### config.mk
export PLATFORM = sky130hd
export DESIGN_NAME = chan_fifo_core
export DESIGN_NICKNAME = d
export VERILOG_FILES = /design/src/rtl/chan_buf_pkg.sv /design/src/rtl/chan_byte_queue.sv /design/src/rtl/chan_ctrl_regs.sv /design/src/rtl/chan_dma_flags.sv /design/src/rtl/chan_fifo_core.sv
export SDC_FILE = /design/constraint.sdc
export NUM_CORES = 1
export LEC_CHECK = 0
export BUFFER_PORTS_ARGS = -buffer_cell sky130_fd_sc_hd__buf_2
export CORE_AREA = 5 5 231 166
export CTS_CLUSTER_DIAMETER = 30
export DETAILED_ROUTE_END_ITERATION = 10
export DIE_AREA = 0 0 236 171
export PLACE_DENSITY = 0.53
export SETUP_SLACK_MARGIN = 0.15
export SLEW_MARGIN = 15
export SYNTH_ARGS = -nofsm -noshare
export SYNTH_HDL_FRONTEND = slang
export SYNTH_SLANG_ARGS = --single-unit
### constraint.sdc
create_clock -name clk -period 4.64 [get_ports clk]
set_clock_uncertainty 0.15 [all_clocks]
set_input_delay 0.464 -clock clk [delete_from_list [all_inputs] [get_ports clk]]
set_output_delay 0.464 -clock clk [all_outputs]
set_load 0.02 [all_outputs]
### src/rtl/chan_buf_pkg.sv
package chan_buf_pkg;
  // control word bit positions
  localparam int CFG_EN      = 0;
  localparam int CFG_RXFLUSH = 1;
  localparam int CFG_TXFLUSH = 2;
  localparam int CFG_BURST   = 3;
  localparam int CFG_TRIG_LO = 4;
  localparam int CFG_W       = 6;

  typedef enum logic [1:0] {
    TRIG_ONE     = 2'd0,
    TRIG_QUARTER = 2'd1,
    TRIG_HALF    = 2'd2,
    TRIG_NEAR    = 2'd3
  } trig_sel_e;

  typedef struct packed {
    logic      fifo_en;
    logic      burst;
    trig_sel_e trig;
  } cfg_t;
endpackage

### src/rtl/chan_byte_queue.sv
module chan_byte_queue #(
  parameter int DW    = 8,
  parameter int DEPTH = 16,
  localparam int AW   = (DEPTH > 1) ? $clog2(DEPTH) : 1,
  localparam int CW   = $clog2(DEPTH + 1)
) (
  input  logic          clk,
  input  logic          rst_n,
  input  logic          clr,
  input  logic [CW-1:0] limit,
  input  logic          push,
  input  logic [DW-1:0] push_data,
  input  logic          pop,
  output logic [DW-1:0] head,
  output logic [CW-1:0] count,
  output logic          full,
  output logic          empty
);
  logic [DW-1:0] mem [DEPTH];
  logic [AW-1:0] wr_ptr, rd_ptr;
  logic [DW-1:0] last_q;
  logic          push_ok, pop_ok;

  assign full    = (count >= limit);
  assign empty   = (count == '0);
  assign push_ok = push & ~full & ~clr;
  assign pop_ok  = pop & ~empty & ~clr;
  assign head    = empty ? last_q : mem[rd_ptr];

  function automatic logic [AW-1:0] bump(input logic [AW-1:0] p);
    return (p == AW'(DEPTH - 1)) ? '0 : p + AW'(1);
  endfunction

  always_ff @(posedge clk) begin
    if (push_ok) mem[wr_ptr] <= push_data;
  end

  always_ff @(posedge clk) begin
    if (!rst_n) begin
      wr_ptr <= '0;
      rd_ptr <= '0;
      count  <= '0;
      last_q <= '0;
    end else if (clr) begin
      wr_ptr <= '0;
      rd_ptr <= '0;
      count  <= '0;
    end else begin
      if (push_ok) wr_ptr <= bump(wr_ptr);
      if (pop_ok) begin
        rd_ptr <= bump(rd_ptr);
        last_q <= mem[rd_ptr];
      end
      case ({push_ok, pop_ok})
        2'b10:   count <= count + CW'(1);
        2'b01:   count <= count - CW'(1);
        default: count <= count;
      endcase
    end
  end
endmodule

### src/rtl/chan_ctrl_regs.sv
module chan_ctrl_regs
  import chan_buf_pkg::*;
(
  input  logic             clk,
  input  logic             rst_n,
  input  logic             cfg_we,
  input  logic [CFG_W-1:0] cfg_wdata,
  output cfg_t             cfg_q,
  output logic             rx_clr,
  output logic             tx_clr
);
  logic en_flip;

  // a change of the enable bit empties both queues
  assign en_flip = cfg_we & (cfg_wdata[CFG_EN] != cfg_q.fifo_en);
  assign rx_clr  = en_flip | (cfg_we & cfg_wdata[CFG_RXFLUSH]);
  assign tx_clr  = en_flip | (cfg_we & cfg_wdata[CFG_TXFLUSH]);

  always_ff @(posedge clk) begin
    if (!rst_n) begin
      cfg_q.fifo_en <= 1'b0;
      cfg_q.burst   <= 1'b0;
      cfg_q.trig    <= TRIG_ONE;
    end else if (cfg_we) begin
      cfg_q.fifo_en <= cfg_wdata[CFG_EN];
      cfg_q.burst   <= cfg_wdata[CFG_BURST];
      cfg_q.trig    <= trig_sel_e'(cfg_wdata[CFG_TRIG_LO+1:CFG_TRIG_LO]);
    end
  end
endmodule

### src/rtl/chan_dma_flags.sv
module chan_dma_flags
  import chan_buf_pkg::*;
#(
  parameter int DEPTH = 16,
  localparam int CW   = $clog2(DEPTH + 1)
) (
  input  logic          clk,
  input  logic          rst_n,
  input  cfg_t          cfg_q,
  input  logic [CW-1:0] rx_cnt,
  input  logic [CW-1:0] tx_cnt,
  input  logic [CW-1:0] tx_cap,
  output logic          rx_irq,
  output logic          rx_req,
  output logic          tx_req
);
  localparam logic [CW-1:0] LVL_QUARTER = CW'(DEPTH / 4);
  localparam logic [CW-1:0] LVL_HALF    = CW'(DEPTH / 2);
  localparam logic [CW-1:0] LVL_NEAR    = CW'(DEPTH - 2);

  logic [CW-1:0] lvl;
  logic          burst_eff, at_lvl, rx_any, hold_q;

  always_comb begin
    case (cfg_q.trig)
      TRIG_ONE:     lvl = CW'(1);
      TRIG_QUARTER: lvl = LVL_QUARTER;
      TRIG_HALF:    lvl = LVL_HALF;
      default:      lvl = LVL_NEAR;
    endcase
    if (!cfg_q.fifo_en) lvl = CW'(1);
  end

  assign burst_eff = cfg_q.fifo_en & cfg_q.burst;
  assign at_lvl    = (rx_cnt >= lvl);
  assign rx_any    = (rx_cnt != '0);

  // burst receive request latches at threshold, releases on empty
  always_ff @(posedge clk) begin
    if (!rst_n)      hold_q <= 1'b0;
    else if (!rx_any) hold_q <= 1'b0;
    else if (at_lvl)  hold_q <= 1'b1;
  end

  assign rx_irq = at_lvl;
  assign rx_req = burst_eff ? ((at_lvl | hold_q) & rx_any) : rx_any;
  assign tx_req = burst_eff ? (tx_cnt < tx_cap) : (tx_cnt == '0);
endmodule

### src/rtl/chan_fifo_core.sv
module chan_fifo_core
  import chan_buf_pkg::*;
#(
  parameter int DW    = 8,
  parameter int DEPTH = 16,
  localparam int CW   = $clog2(DEPTH + 1)
) (
  input  logic             clk,
  input  logic             rst_n,
  input  logic             cfg_we,
  input  logic [CFG_W-1:0] cfg_wdata,
  input  logic             stat_rd,
  input  logic             rx_in_valid,
  input  logic [DW-1:0]    rx_in_data,
  output logic             rx_out_valid,
  input  logic             rx_out_ready,
  output logic [DW-1:0]    rx_out_data,
  input  logic             tx_in_valid,
  output logic             tx_in_ready,
  input  logic [DW-1:0]    tx_in_data,
  output logic             tx_out_valid,
  input  logic             tx_out_ready,
  output logic [DW-1:0]    tx_out_data,
  output logic             rx_irq,
  output logic             rx_dma_req,
  output logic             tx_dma_req,
  output logic             rx_overrun
);
  cfg_t          cfg_q;
  logic          rx_clr, tx_clr;
  logic [CW-1:0] cap, rx_cnt, tx_cnt;
  logic          rx_full, rx_empty, tx_full, tx_empty;
  logic          ovr_q;

  // single-character mode shrinks each queue to one slot
  assign cap = cfg_q.fifo_en ? CW'(DEPTH) : CW'(1);

  chan_ctrl_regs u_ctrl (
    .clk, .rst_n, .cfg_we, .cfg_wdata,
    .cfg_q, .rx_clr, .tx_clr
  );

  chan_byte_queue #(.DW(DW), .DEPTH(DEPTH)) u_rxq (
    .clk, .rst_n, .clr(rx_clr), .limit(cap),
    .push(rx_in_valid), .push_data(rx_in_data), .pop(rx_out_ready),
    .head(rx_out_data), .count(rx_cnt), .full(rx_full), .empty(rx_empty)
  );

  chan_byte_queue #(.DW(DW), .DEPTH(DEPTH)) u_txq (
    .clk, .rst_n, .clr(tx_clr), .limit(cap),
    .push(tx_in_valid), .push_data(tx_in_data), .pop(tx_out_ready),
    .head(tx_out_data), .count(tx_cnt), .full(tx_full), .empty(tx_empty)
  );

  chan_dma_flags #(.DEPTH(DEPTH)) u_flags (
    .clk, .rst_n, .cfg_q, .rx_cnt, .tx_cnt, .tx_cap(cap),
    .rx_irq, .rx_req(rx_dma_req), .tx_req(tx_dma_req)
  );

  always_ff @(posedge clk) begin
    if (!rst_n)                               ovr_q <= 1'b0;
    else if (rx_in_valid & rx_full & ~rx_clr) ovr_q <= 1'b1;
    else if (stat_rd)                         ovr_q <= 1'b0;
  end

  assign rx_overrun   = ovr_q;
  assign rx_out_valid = ~rx_empty;
  assign tx_out_valid = ~tx_empty;
  assign tx_in_ready  = ~tx_full;
endmodule

== Word-level counts from Yosys, hierarchy flattened ==
Memory sizes are Yosys's and may differ from the RTL's. A register that Yosys moved wholly into a read port is not among the register bits.
Cells that the tools add are included.

* Bits in registers: 48
* Latch bits: 0
* RAM bits: 256
* ROM bits: 0
* Output and inout port bits: 23
* Memories: 2

{| class="wikitable"
|+ Memories
! name !! words !! bits a word !! rd ports !! clocked after Yosys merged registers in !! write ports !! line !! RTL
|-
| u_rxq.mem || 16 || 8 || 1 || 1 || 1 || chan_byte_queue.sv:19 || <nowiki>logic [DW-1:0] mem [DEPTH];</nowiki>
|-
| u_txq.mem || 16 || 8 || 1 || 1 || 1 || chan_byte_queue.sv:19 ||
|}

* Add/sub/neg operators: 8
* $mul: 0
* Divide/modulo/power cells: 0
* Order comparisons: 4
* Eq/ne operators: 11
* Shift operators: 0
* Muxes and demuxes: 23
* Bitwise operators: 25
* Reduce and logical (&&, ||, !) cells: 12

{| class="wikitable"
|+ Operators by type and width
! cell !! count
|-
| $mux W4 || 9
|-
| $pmux W5 S2 || 2
|-
| $add A4 B1 Y4 const B || 4
|-
| $eq A4 B4 Y1 const B || 4
|-
| $mux W8 || 2
|-
| $and A1 B1 Y1 || 15
|-
| $pmux W4 S3 || 1
|-
| $add A5 B1 Y5 const B || 2
|-
| $ge A5 B5 Y1 || 2
|-
| $logic_not A5 Y1 || 2
|-
| $sub A5 B1 Y5 const B || 2
|-
| $mux W1 || 8
|-
| $not A1 Y1 || 7
|-
| $eq A2 B1 Y1 const B || 3
|-
| $eq A2 B2 Y1 const B || 3
|-
| $reduce_and A2 Y1 || 3
|-
| $reduce_bool A2 Y1 || 3
|-
| $ge A5 B4 Y1 || 1
|-
| $lt A5 B5 Y1 || 1
|-
| $mux W5 || 1
|-
| $reduce_bool A5 Y1 || 1
|-
| $reduce_or A2 Y1 || 2
|-
| $or A1 B1 Y1 || 3
|-
| $logic_not A2 Y1 || 1
|-
| $ne A1 B1 Y1 || 1
|}

== Logic depth before layout (Yosys ltp) ==
Gate-level depths: netlist (run 1).

* Word-level depth: 7
* Depth in mapped cells: 17
* Depth with buffers taken out: 14

== Modules after synthesis ==
Synthesis (run 1) repeated with hierarchy kept, for this count alone.

* Cells, all modules: 801
* Area total of the unflattened synthesis: 13539.2 um^2

{| class="wikitable"
|+ Modules (own cells, without submodules)
! module !! instances !! cells an instance !! area an instance (um^2) !! seq. area each (um^2)
|-
| chan_byte_queue (u_txq) || 1 || 369 || 6570.1 || 4344.2
|-
| chan_byte_queue (u_rxq) || 1 || 369 || 6444.9 || 4344.2
|-
| chan_dma_flags || 1 || 38 || 285.3 || 20.0
|-
| chan_ctrl_regs || 1 || 16 || 180.2 || 80.1
|-
| chan_fifo_core || 1 || 9 || 58.8 || 20.0
|}

== Worst setup path after synthesis (run 1) ==
OpenSTA, ideal clock, no wires.

* Kind: register to register
* From: reg, netlist name u_ctrl.cfg_q[3]
* To: reg u_rxq.count[4]
* Arrival time: 3.368 ns
* Required time: 4.420 ns
* Setup slack: 1.052 ns
* Cell stages (with the launch flop): 17
* Cell sequence: dfxtp_1 -> clkbuf_1 -> inv_1 -> ha_1 -> nand2b_1 -> o21ai_0 -> and4b_1 -> buf_4 -> inv_2 -> ha_1 -> clkbuf_1 -> xor2_1 -> ha_1 -> or3b_2 -> o221a_2 -> or3_1 -> a21oi_1

* Cells in the longest elaborated chain, start to end: 7
* Elaborated cells between the ends (all ways): 15
* Those cells by class: order compare (1); eq/ne (3); mux (2); bitwise (7); reduce/logical (2)

{| class="wikitable"
|+ Ends and longest elaborated chain
! what !! line !! RTL
|-
| $mux W5 / $ne A1 B1 Y1 (equally long branches) || chan_fifo_core.sv:36, chan_ctrl_regs.sv:15 ||
|-
| $ge A5 B5 Y1 / $and A1 B1 Y1 (equally long branches) || chan_byte_queue.sv:24, chan_ctrl_regs.sv:15 ||
|-
| $not A1 Y1 / $or A1 B1 Y1 (equally long branches) || chan_byte_queue.sv:26, chan_ctrl_regs.sv:16 ||
|-
| $and A1 B1 Y1 / $not A1 Y1 (equally long branches) || -- ||
|-
| $and A1 B1 Y1 (on tied branches) || chan_byte_queue.sv:26, chan_byte_queue.sv:27 ||
|-
| $eq A2 B1 Y1 / $eq A2 B2 Y1 (equally long branches) || chan_byte_queue.sv:54 || <nowiki>case ({push_ok, pop_ok})</nowiki>
|-
| $pmux W5 S2 / $reduce_bool A2 Y1 (equally long branches) || -- ||
|-
| to (signal assigned) || chan_byte_queue.sv:55 || <nowiki>2'b10: count <= count + CW'(1);</nowiki>
|-
| to (signal assigned) || chan_byte_queue.sv:56 || <nowiki>2'b01: count <= count - CW'(1);</nowiki>
|-
| to (signal assigned) || chan_byte_queue.sv:57 || <nowiki>default: count <= count;</nowiki>
|-
| to (decl) || chan_byte_queue.sv:15 || <nowiki>output logic [CW-1:0] count,</nowiki>
|}

Parallel ways exist; a longest one is shown, timed or not.
A chain may end at the register's enable or synchronous reset.

== Worst setup path in the final report (run 1) ==
* From: reg u_rxq.count[1]
* To: reg u_rxq.count[4]

* Cells in the longest elaborated chain, start to end: 6
* Elaborated cells between the ends (all ways): 14
* Those cells by class: add/sub (2); order compare (1); eq/ne (2); mux (1); bitwise (6); reduce/logical (2)

{| class="wikitable"
|+ Ends and longest elaborated chain
! what !! line
|-
| $ge A5 B5 Y1 / $logic_not A5 Y1 (equally long branches) || chan_byte_queue.sv:24, chan_byte_queue.sv:25
|-
| $not A1 Y1 (on tied branches) || chan_byte_queue.sv:26, chan_byte_queue.sv:27
|-
| $and A1 B1 Y1 (on tied branches) (2 in a row) || chan_byte_queue.sv:26, chan_byte_queue.sv:27
|-
| $eq A2 B1 Y1 / $eq A2 B2 Y1 (equally long branches) || chan_byte_queue.sv:54
|-
| $pmux W5 S2 / $reduce_bool A2 Y1 (equally long branches) || --
|}

Parallel ways exist; a longest one is shown, timed or not.

==> metrics.yaml, run 1 <==
status:
  status: "completed"
floorplan:
  die_area_um2: 40360
  coreArea_um2: 36250
  die-height_um: 171
  placementRows: 59
  io_pins: 53
  die_w_um: 236
  initial_utilization_pct: 35.18
grt:
  grt.total_usage_pct: 14.12
  grt_max_degree: 42
  grt_pass1_wl_um: 43520
  grt_pass1_vias: 7201
  overflow: 0
  antenna_found_initial: 0
cts:
  clkTransAtPathRegs_ps: 50
  cts_setup_buffers: 0
  numCtsBuffers: 60
  clock_sinks: 312
  clk_latency_ps: 570
  cts_resized: 0
  clockBufferDepth: 3
  cts_tree: "yes"
  cts-root-buf: "clkbuf_16"
  postCtsHoldBufs: 0
  h-tree-depth: 2
layout:
  ff_latch_area_um2: 8811
  final_util_pct: 43.23
  fillers: 3196
  drive_above_1_share_pct: 29.33
  nNetsFinal: 920
  postLayoutCellArea_um2: 15670
  syn2layout_area_growth_pct: 22.87
  multi_input_area_um2: 3724
  diodes: 0
logic_synthesis:
  synthTopCellsByCount: "edfxtp_1, mux4_2, nand2_1"
  synth_seq_cells: 312
  synth_area_leader_cell: "edfxtp_1"
  synth-seq-area-share_pct: 69.07
  post_synth_inst_count: 778
  synth_top_area_share_pct: 60.28
  synth_edf_count: 256
  yosysMostFrequentCell: "edfxtp_1"
  syn_area_um2: 12750
  ys_async_sr_fraction_pct: 0
  synth_area_leaders: "edfxtp_1, mux4_2, dfxtp_1"
  avgSynthCellArea_um2: 16.39
  syn_nets: 832
  synth_ff_type: "edfxtp_1"
  synthDistinctLibCells: 56
  ys_warn_count: 0
critical_path:
  reg2reg_setup_slack_ps: 760
  endpoint_kind: "flip-flop"
  slowest_delay_ps: 470
  startpoint_type: "flip-flop"
  arrival_ps: 4210
  crit_chain: "or3_1 > or3_1 > buf_4 > nand3_1 > buf_4 > inv_1 > ha_1 > xor2_1 > ha_1 > or3b_2 > o221a_2 > or3_1 > a21oi_1"
  critPathBufInv: 3
  critPathKind: "flip-flop to flip-flop"
  cp_max_fo: 13
  worst_path_most_repeated_cell: "or3_1"
  cp.required_ps: 4970
  crit_slowest_cell: "or3b_2"
  cp_top_family: "simple AND/OR/NAND/NOR gates"
detailed_routing:
  drtPass1Iterations: 5
  dr.first_iter.drc_count: 441
  vias_per_cell: 5.043
  route.detailed.drc: 0
  via_count: 7085
  detail_route.wl_per_cell_um: 20.29
  ant_nets: 0
  finalWirelength_um: 28500
power_and_ir_drop:
  report.power.total_mw: 7.790
  power.leakage_nw: 5.419
  ir_worst_vdd_mv: 0.2569
  power.density_nw_per_um2: 497.1
timing:
  post-route-min-period_ps: 3882
  rsz0062_at_grt: "false"
  drv_slew: 0
  worst_slew_pin_slew_ps: 967.6
  hold_viol: 0
  max_freq_ghz: 0.2576
  fin_tns_setup_ps: 0
  max_slew_margin_pct: 35.25
  setup_viol: 0
  fin_hold_ws_ps: 20.68
  finalCritPeriodShare_pct: 83.66
placement:
  placed_area_um2: 13600
  hpwlAfterDp_um: 18410
  place.gp.congestion: 0.7526
  io_buffers: 52
hold_path:
  holdCritPathClass: "input pin to flip-flop"
flow_run:
  max_cap_viol_count: 0
worst reg2reg max path: stages, from the launching register on:
cell,delay [ps]
dfxtp_1,380
or3_1,440
or3_1,320
buf_4,200
nand3_1,100
buf_4,180
inv_1,210
ha_1,360
xor2_1,190
ha_1,240
or3b_2,470
o221a_2,130
or3_1,300
a21oi_1,140
cell type report:
type | count | share of cell area (%)
multi-input combinational | 408 | 23.76
clock buffer | 68 | 9.838
timing repair buffer | 69 | 2.555
tap | 488 | 3.897
inverter | 15 | 0.3593
clock inverter | 45 | 3.354
sequential | 312 | 56.23
path summary, 6_finish.rpt:
path,from,end,depth (start not counted)
max reg2reg,u_rxq.count[1],u_rxq.count[4],13
min,cfg_wdata[3],u_ctrl.cfg_q[2],3
min reg2reg,u_txq.last_q[1],u_txq.last_q[1],2
max,u_rxq.count[1],u_rxq.count[4],13
cell usage in the layout (no fill, tap or decap), types with 8 or more instances in the layout:
master / instances
o21ai_0: 11
nor2b_1: 12
xor2_1: 9
a22oi_1: 34
or3_1: 8
clkbuf_16: 60
clkinvlp_4: 11
nand3_1: 40
nor3_1: 10
bufinv_16: 8
mux2_2: 16
ha_1: 24
mux4_2: 64
inv_6: 10
a21oi_1: 22
nand2_1: 60
dfxtp_1: 54
buf_2: 52
nor2_1: 26
inv_1: 14
and2_1: 11
edfxtp_1: 256
buf_4: 16
through the flow:
step | worst slack (ps) | instances
after floorplan | 1052 | 778
after global placement | 799.9 | 1292
after detailed placement | 777.3 | 1292
after CTS | 768.5 | 1405
after global routing | 492.6 | 1405
final | 758.0 | 1405
cell families (layout without fill, tap and decap cells):
kind of cell	Yosys count	count (layout)	synth area share, %
xor+xnor	11	11	0.7556
compound gates	93	93	5.073
buf+inv	58	197	1.864
mux	87	87	13.27
simple gates	193	193	7.614
fa+ha+maj	24	24	2.355
flops	312	312	69.07
report_power, final:
part	total [mW]	switching, mW	internal [mW]
Sequential	3.08	0.0207	3.06
Combinational	0.382	0.239	0.142
Clock	4.33	1.47	2.86
flip-flops by register name, indices dropped and copies added (netlist names), named ones only:
signal	flops
u_rxq.mem	128
u_txq.mem	128
u_rxq.last_q	8
u_txq.last_q	8
u_rxq.count	5
u_txq.count	5
u_ctrl.cfg_q	4
u_rxq.rd_ptr	4
u_rxq.wr_ptr	4
u_txq.rd_ptr	4
u_txq.wr_ptr	4
rx_overrun	1
u_flags.hold_q	1
per-layer routing:
metal  global-route usage (%)  wire [µm]  vias to the layer above
li1                         -          -                     3265
met1                    21.69      14170                     3554
met2                    19.97      11930                      215
met3                    3.319       1845                       51
met4                    4.137        556                        0
met5                        0          0                        -
Power figures use the tool's default switching activity.
==> run 2, diff against run 1 <==
- clock period: 4.64 -> 3.8 ns (I/O delays scaled with it)
==> metrics.yaml, run 2 (synthesis gave the netlist of run 1 again) <==
power_and_ir_drop:
  clock_power_share_pct: 57.5
  power.leakage_nw: 5.662
  report.power.total_mw: 10.00
  internal_power_mw: 7.824
  ir_worst_vdd_mv: 0.2896
  power.density_nw_per_um2: 622.4
  p_sw_mw: 2.178
  pwr-share-comb_pct: 4.9
  swShare_pct: 21.78
  seqPwrFrac_pct: 37.7
detailed_routing:
  drtPass1Iterations: 5
  finalWirelength_um: 29400
  ant_nets: 0
  via_count: 7186
  dr.first_iter.drc_count: 496
  detail_route.wl_per_cell_um: 20.44
  vias_per_cell: 4.997
  route.detailed.drc: 0
layout:
  final_common_cell: "edfxtp_1"
  final_util_pct: 44.33
  drive_above_1_share_pct: 30.84
  postLayoutCellArea_um2: 16070
  diodes: 0
  fillers: 3179
  reg_top3: "u_rxq.mem: 128 flops, u_txq.mem: 128 flops"
  syn2layout_area_growth_pct: 26.01
  layout_common_cells: "edfxtp_1, clkbuf_16, mux4_2"
  nNetsFinal: 950
cts:
  cts-root-buf: "clkbuf_16"
  clockBufferDepth: 3
  numCtsBuffers: 67
  clkTransAtPathRegs_ps: 50
  cts_resized: 0
  clock_sinks: 312
  cts_tree: "yes"
  h-tree-depth: 3
  clk_latency_ps: 550
grt:
  grt.total_usage_pct: 14.46
  grt_use_met3_pct: 3.432
  grt_busiest_layer: "met1"
  antenna_found_initial: 0
  grt_pass1_vias: 7435
  met1_usage_pct: 21.86
  grt_pass1_wl_um: 44350
  overflow: 0
  grt_max_degree: 41
  met2_usage_pct: 20.71
timing:
  max_slew_margin_pct: 47.62
  setup_viol: 0
  finalCritPeriodShare_pct: 89.87
  drv_slew: 0
  max_freq_ghz: 0.2928
  rsz0062_at_grt: "false"
  fin_hold_ws_ps: 69.87
  post-route-min-period_ps: 3415
  fin_tns_setup_ps: 0
  worst_slew_pin_slew_ps: 784.1
  hold_viol: 0
floorplan:
  coreArea_um2: 36250
  placementRows: 59
  die_w_um: 236
  die_area_um2: 40360
  initial_utilization_pct: 35.18
  die-height_um: 171
  io_pins: 53
flow_run:
  max_cap_viol_count: 0
critical_path:
  startpoint_type: "flip-flop"
  crit_slowest_cell: "or4b_4"
  crit_chain: "inv_1 > ha_1 > or4b_4 > o21ai_4 > nand4b_4 > ha_1 > xor2_1 > ha_1 > a21oi_1 > a32o_1 > a21oi_1 > or3_1 > a21oi_1"
  slowest_delay_ps: 470
  endpoint_kind: "flip-flop"
  arrival_ps: 3730
  cp.required_ps: 4110
  rr_worst_depth: 13
  critPathKind: "flip-flop to flip-flop"
  cp_max_fo: 11
status:
  status: "completed"
placement:
  io_buffers: 52
  place.gp.congestion: 0.7207
  hpwlAfterDp_um: 18520
  placed_area_um2: 13740
hold_path:
  hold_path_depth: 1
  holdCritPathClass: "input pin to flip-flop"
-- run 2: final timing paths --
check	from	to	slack, ps
min reg2reg	u_txq.last_q[5]	u_txq.last_q[5]	300
max	u_ctrl.cfg_q[3]	u_txq.count[4]	380
max reg2reg	u_ctrl.cfg_q[3]	u_txq.count[4]	380
min	rx_in_data[5]	u_rxq.mem[13][5]	70
-- run 2: power by group through the flow --
stage                     combinational, mW  clock (mW)  sequential [mW]
after floorplan                       0.296           0             3.82
after global placement                0.482           0             3.83
after detailed placement              0.486           0             3.83
after CTS                             0.494        5.86             3.77
after global routing                  0.529        6.06             3.77
final                                 0.487        5.75             3.77
-- run 2: final cells by class --
| type | instances | area, µm² | area share [%] |
|---|---|---|---|
| Inverter | 15 | 56.30 | 0.3504 |
| Clock inverter | 45 | 503.0 | 3.130 |
| Tap cell | 488 | 610.6 | 3.800 |
| Timing Repair Buffer | 92 | 600.6 | 3.737 |
| Clock buffer | 78 | 1769 | 11.01 |
| Multi-Input combinational cell | 408 | 3719 | 23.14 |
| Sequential cell | 312 | 8811 | 54.83 |
-- run 2: layer usage --
metal | wire [µm] | share of wire, % | vias to the layer above
met1 | 14900 | 51 | 3641
met2 | 12450 | 42 | 188
met4 | 517 | 1.8 | 0
li1 | - | - | 3309
met5 | 0 | 0 | -
met3 | 1531 | 5.2 | 48
-- run 2: timing repair --
item / 4_1_cts / 5_1_grt
hold buffers: 6 / 0
hold endpoints to repair: 5 / 0
buffers inserted: 0 / 0
-- run 2: through the flow --
stage / setup slack, ps / instances
2_1_floorplan: 212.0 / 778
3_3_place_gp: 447.6 / 1309
3_5_place_dp: 397.4 / 1309
4_1_cts: 310.7 / 1438
5_1_grt: 161.4 / 1438
6_report: 384.8 / 1438
-- run 2: worst max-delay path: cells and delay by family (launching register included) --
kind	cells	cell delay (ps)
AND/OR/NAND/NOR	3	1020
adder cells (fa/ha/maj)	3	720
flip-flops	1	300
buffers and inverters	1	130
AO/OA/AOI/OAI	5	840
XOR/XNOR	1	170
==> run 3, diff against run 2 <==
- CORE_AREA: 5 5 231 166 -> 5 5 206 148
- DIE_AREA: 0 0 236 171 -> 0 0 211 153
- PLACE_DENSITY: 0.53 -> 0.64
- clock period: 3.8 -> 4.2 ns (I/O delays scaled with it)
==> metrics.yaml, run 3 (synthesis gave the netlist of run 1 again) <==
status:
  status: "completed"
cts:
  clk_latency_ps: 550
  postCtsHoldBufs: 3
  clockBufferDepth: 3
  cts_setup_buffers: 0
  h-tree-depth: 2
  cts_tree: "yes"
  clkTransAtPathRegs_ps: 50
  cts_resized: 0
  cts-root-buf: "clkbuf_16"
  clock_sinks: 312
  numCtsBuffers: 53
critical_path:
  critPathBufInv: 2
  cp-startpoint: "u_rxq.count[0]"
  cp.required_ps: 4510
  endpoint: "u_rxq.count[4]"
  crit-reg2reg-launch: "u_rxq.count[0]"
  worst_path_most_repeated_cell: "ha_1"
  arrival_ps: 4030
  startpoint_type: "flip-flop"
  endpoint_kind: "flip-flop"
  crit_chain: "inv_1 > ha_1 > nand2b_1 > o21ai_0 > and4b_1 > inv_2 > ha_1 > xor2_1 > ha_1 > or3b_2 > o221a_2 > or3_1 > a21oi_1"
  regToRegEndpoint: "u_rxq.count[4]"
  critPathKind: "flip-flop to flip-flop"
  reg2reg_setup_slack_ps: 480
  crit_slowest_cell: "or3b_2"
  cp_max_fo: 9
  slowest_delay_ps: 470
  rr_worst_depth: 13
  path_depth: 13
  cp_top_family: "simple AND/OR/NAND/NOR gates"
grt:
  grt_max_degree: 42
  grt_pass1_vias: 7044
  antenna_found_initial: 0
  overflow: 0
  grt_pass1_wl_um: 41760
  grt.total_usage_pct: 16.81
hold_path:
  hold_start: "rx_in_valid"
  holdCritPathClass: "input pin to flip-flop"
placement:
  hpwlAfterDp_um: 17370
  place.gp.congestion: 0.7974
  dp_cells: 1187
  io_buffers: 52
  dp_slack_ps: 508.5
layout:
  layout_common_cells: "edfxtp_1, mux4_2, nand2_1"
  nNetsFinal: 921
  final_util_pct: 54.51
  fillers: 2246
  reg_top3: "u_rxq.mem: 128 flops, u_txq.mem: 128 flops"
  diodes: 0
  final_common_cell: "edfxtp_1"
  instances_no_fill: 1290
  drive_above_1_share_pct: 29.39
  syn2layout_area_growth_pct: 21.25
floorplan:
  initial_utilization_pct: 44.95
  die-height_um: 153
  die_area_um2: 32280
  die_w_um: 211
  coreArea_um2: 28370
  io_pins: 53
  placementRows: 52
detailed_routing:
  dr.first_iter.drc_count: 701
  route.detailed.drc: 0
  vias_per_cell: 5.539
  drtPass1Iterations: 4
  detail_route.wl_per_cell_um: 21.02
  via_count: 7145
  ant_nets: 0
  finalWirelength_um: 27120
timing:
  setup_viol: 0
  max_slew_margin_pct: 30.95
  fin_hold_ws_ps: 32.89
  worst_slew_pin_slew_ps: 1032
  finalCritPeriodShare_pct: 88.49
  hold_viol: 0
  worst_slack_ps: 483.6
  post-route-min-period_ps: 3716
  drv_slew: 0
  fin_tns_setup_ps: 0
  rsz0062_at_grt: "false"
  max_freq_ghz: 0.2691
power_and_ir_drop:
  power.leakage_nw: 5.414
  ir_worst_vdd_mv: 0.4263
  power.density_nw_per_um2: 543.0
flow_run:
  max_cap_viol_count: 0
-- run 3: changes by cell type in the layout (fill, tap and decap cells not counted), moves of 3 or more --
cell           change
clkinv_2           -8
inv_8              +5
clkbuf_16         -13
clkbuf_8           -3
buf_4             -11
inv_6              +6
clkinv_1           -4
clkbuf_1           -6
dlygate4sd3_1      -3
-- run 3: how the worst min path moves through the flow --
stage               slack, ps  cells past startpoint         endpoint
floorplan                 280                      2  u_txq.last_q[0]
global placement          280                      2  u_txq.last_q[2]
detailed placement        290                      2  u_txq.last_q[6]
CTS                        10                      3       rx_overrun
global route               40                      3       rx_overrun
finish                     30                      3       rx_overrun
-- run 3: through the flow --
step | total power [mW] | instance area [µm²]
global route | 8.685 | 15460
finish | 8.397 | 15460
global placement | 3.879 | 13500
CTS | 8.483 | 15460
floorplan | 3.723 | 12750
detailed placement | 3.882 | 13500
-- run 3: area by class of cell --
class	instances	area, µm²	area share (%)
clock buffers	56	1380	8.925
clock inverters	44	555.5	3.593
inverters	15	56.30	0.3641
multi-input cells	408	3719	24.05
flip-flops and latches	312	8811	56.98
well taps	378	473.0	3.059
repair buffers	77	467.9	3.026
-- run 3: power breakdown --
part	total (mW)	internal (mW)	switching (mW)
logic	0.421	0.159	0.262
registers	3.40	3.38	0.0205
clock network	4.58	3.00	1.58
-- run 3: routing by layer --
metal / track usage, % / vias to the layer above / wire length, µm
met5: 0 / - / 0
met1: 27.02 / 3599 / 13140
met3: 3.913 / 27 / 1971
met4: 4.597 / 0 / 380
met2: 22.85 / 253 / 11630
li1: - / 3266 / -
-- run 3: worst register-to-register path, stage by stage, from the launching register on --
cell and delay (ps):
dfxtp_1 440, inv_1 100, ha_1 270, nand2b_1 130, o21ai_0 180, and4b_1 440
inv_2 140, ha_1 330, xor2_1 180, ha_1 240, or3b_2 470, o221a_2 130
or3_1 300, a21oi_1 140
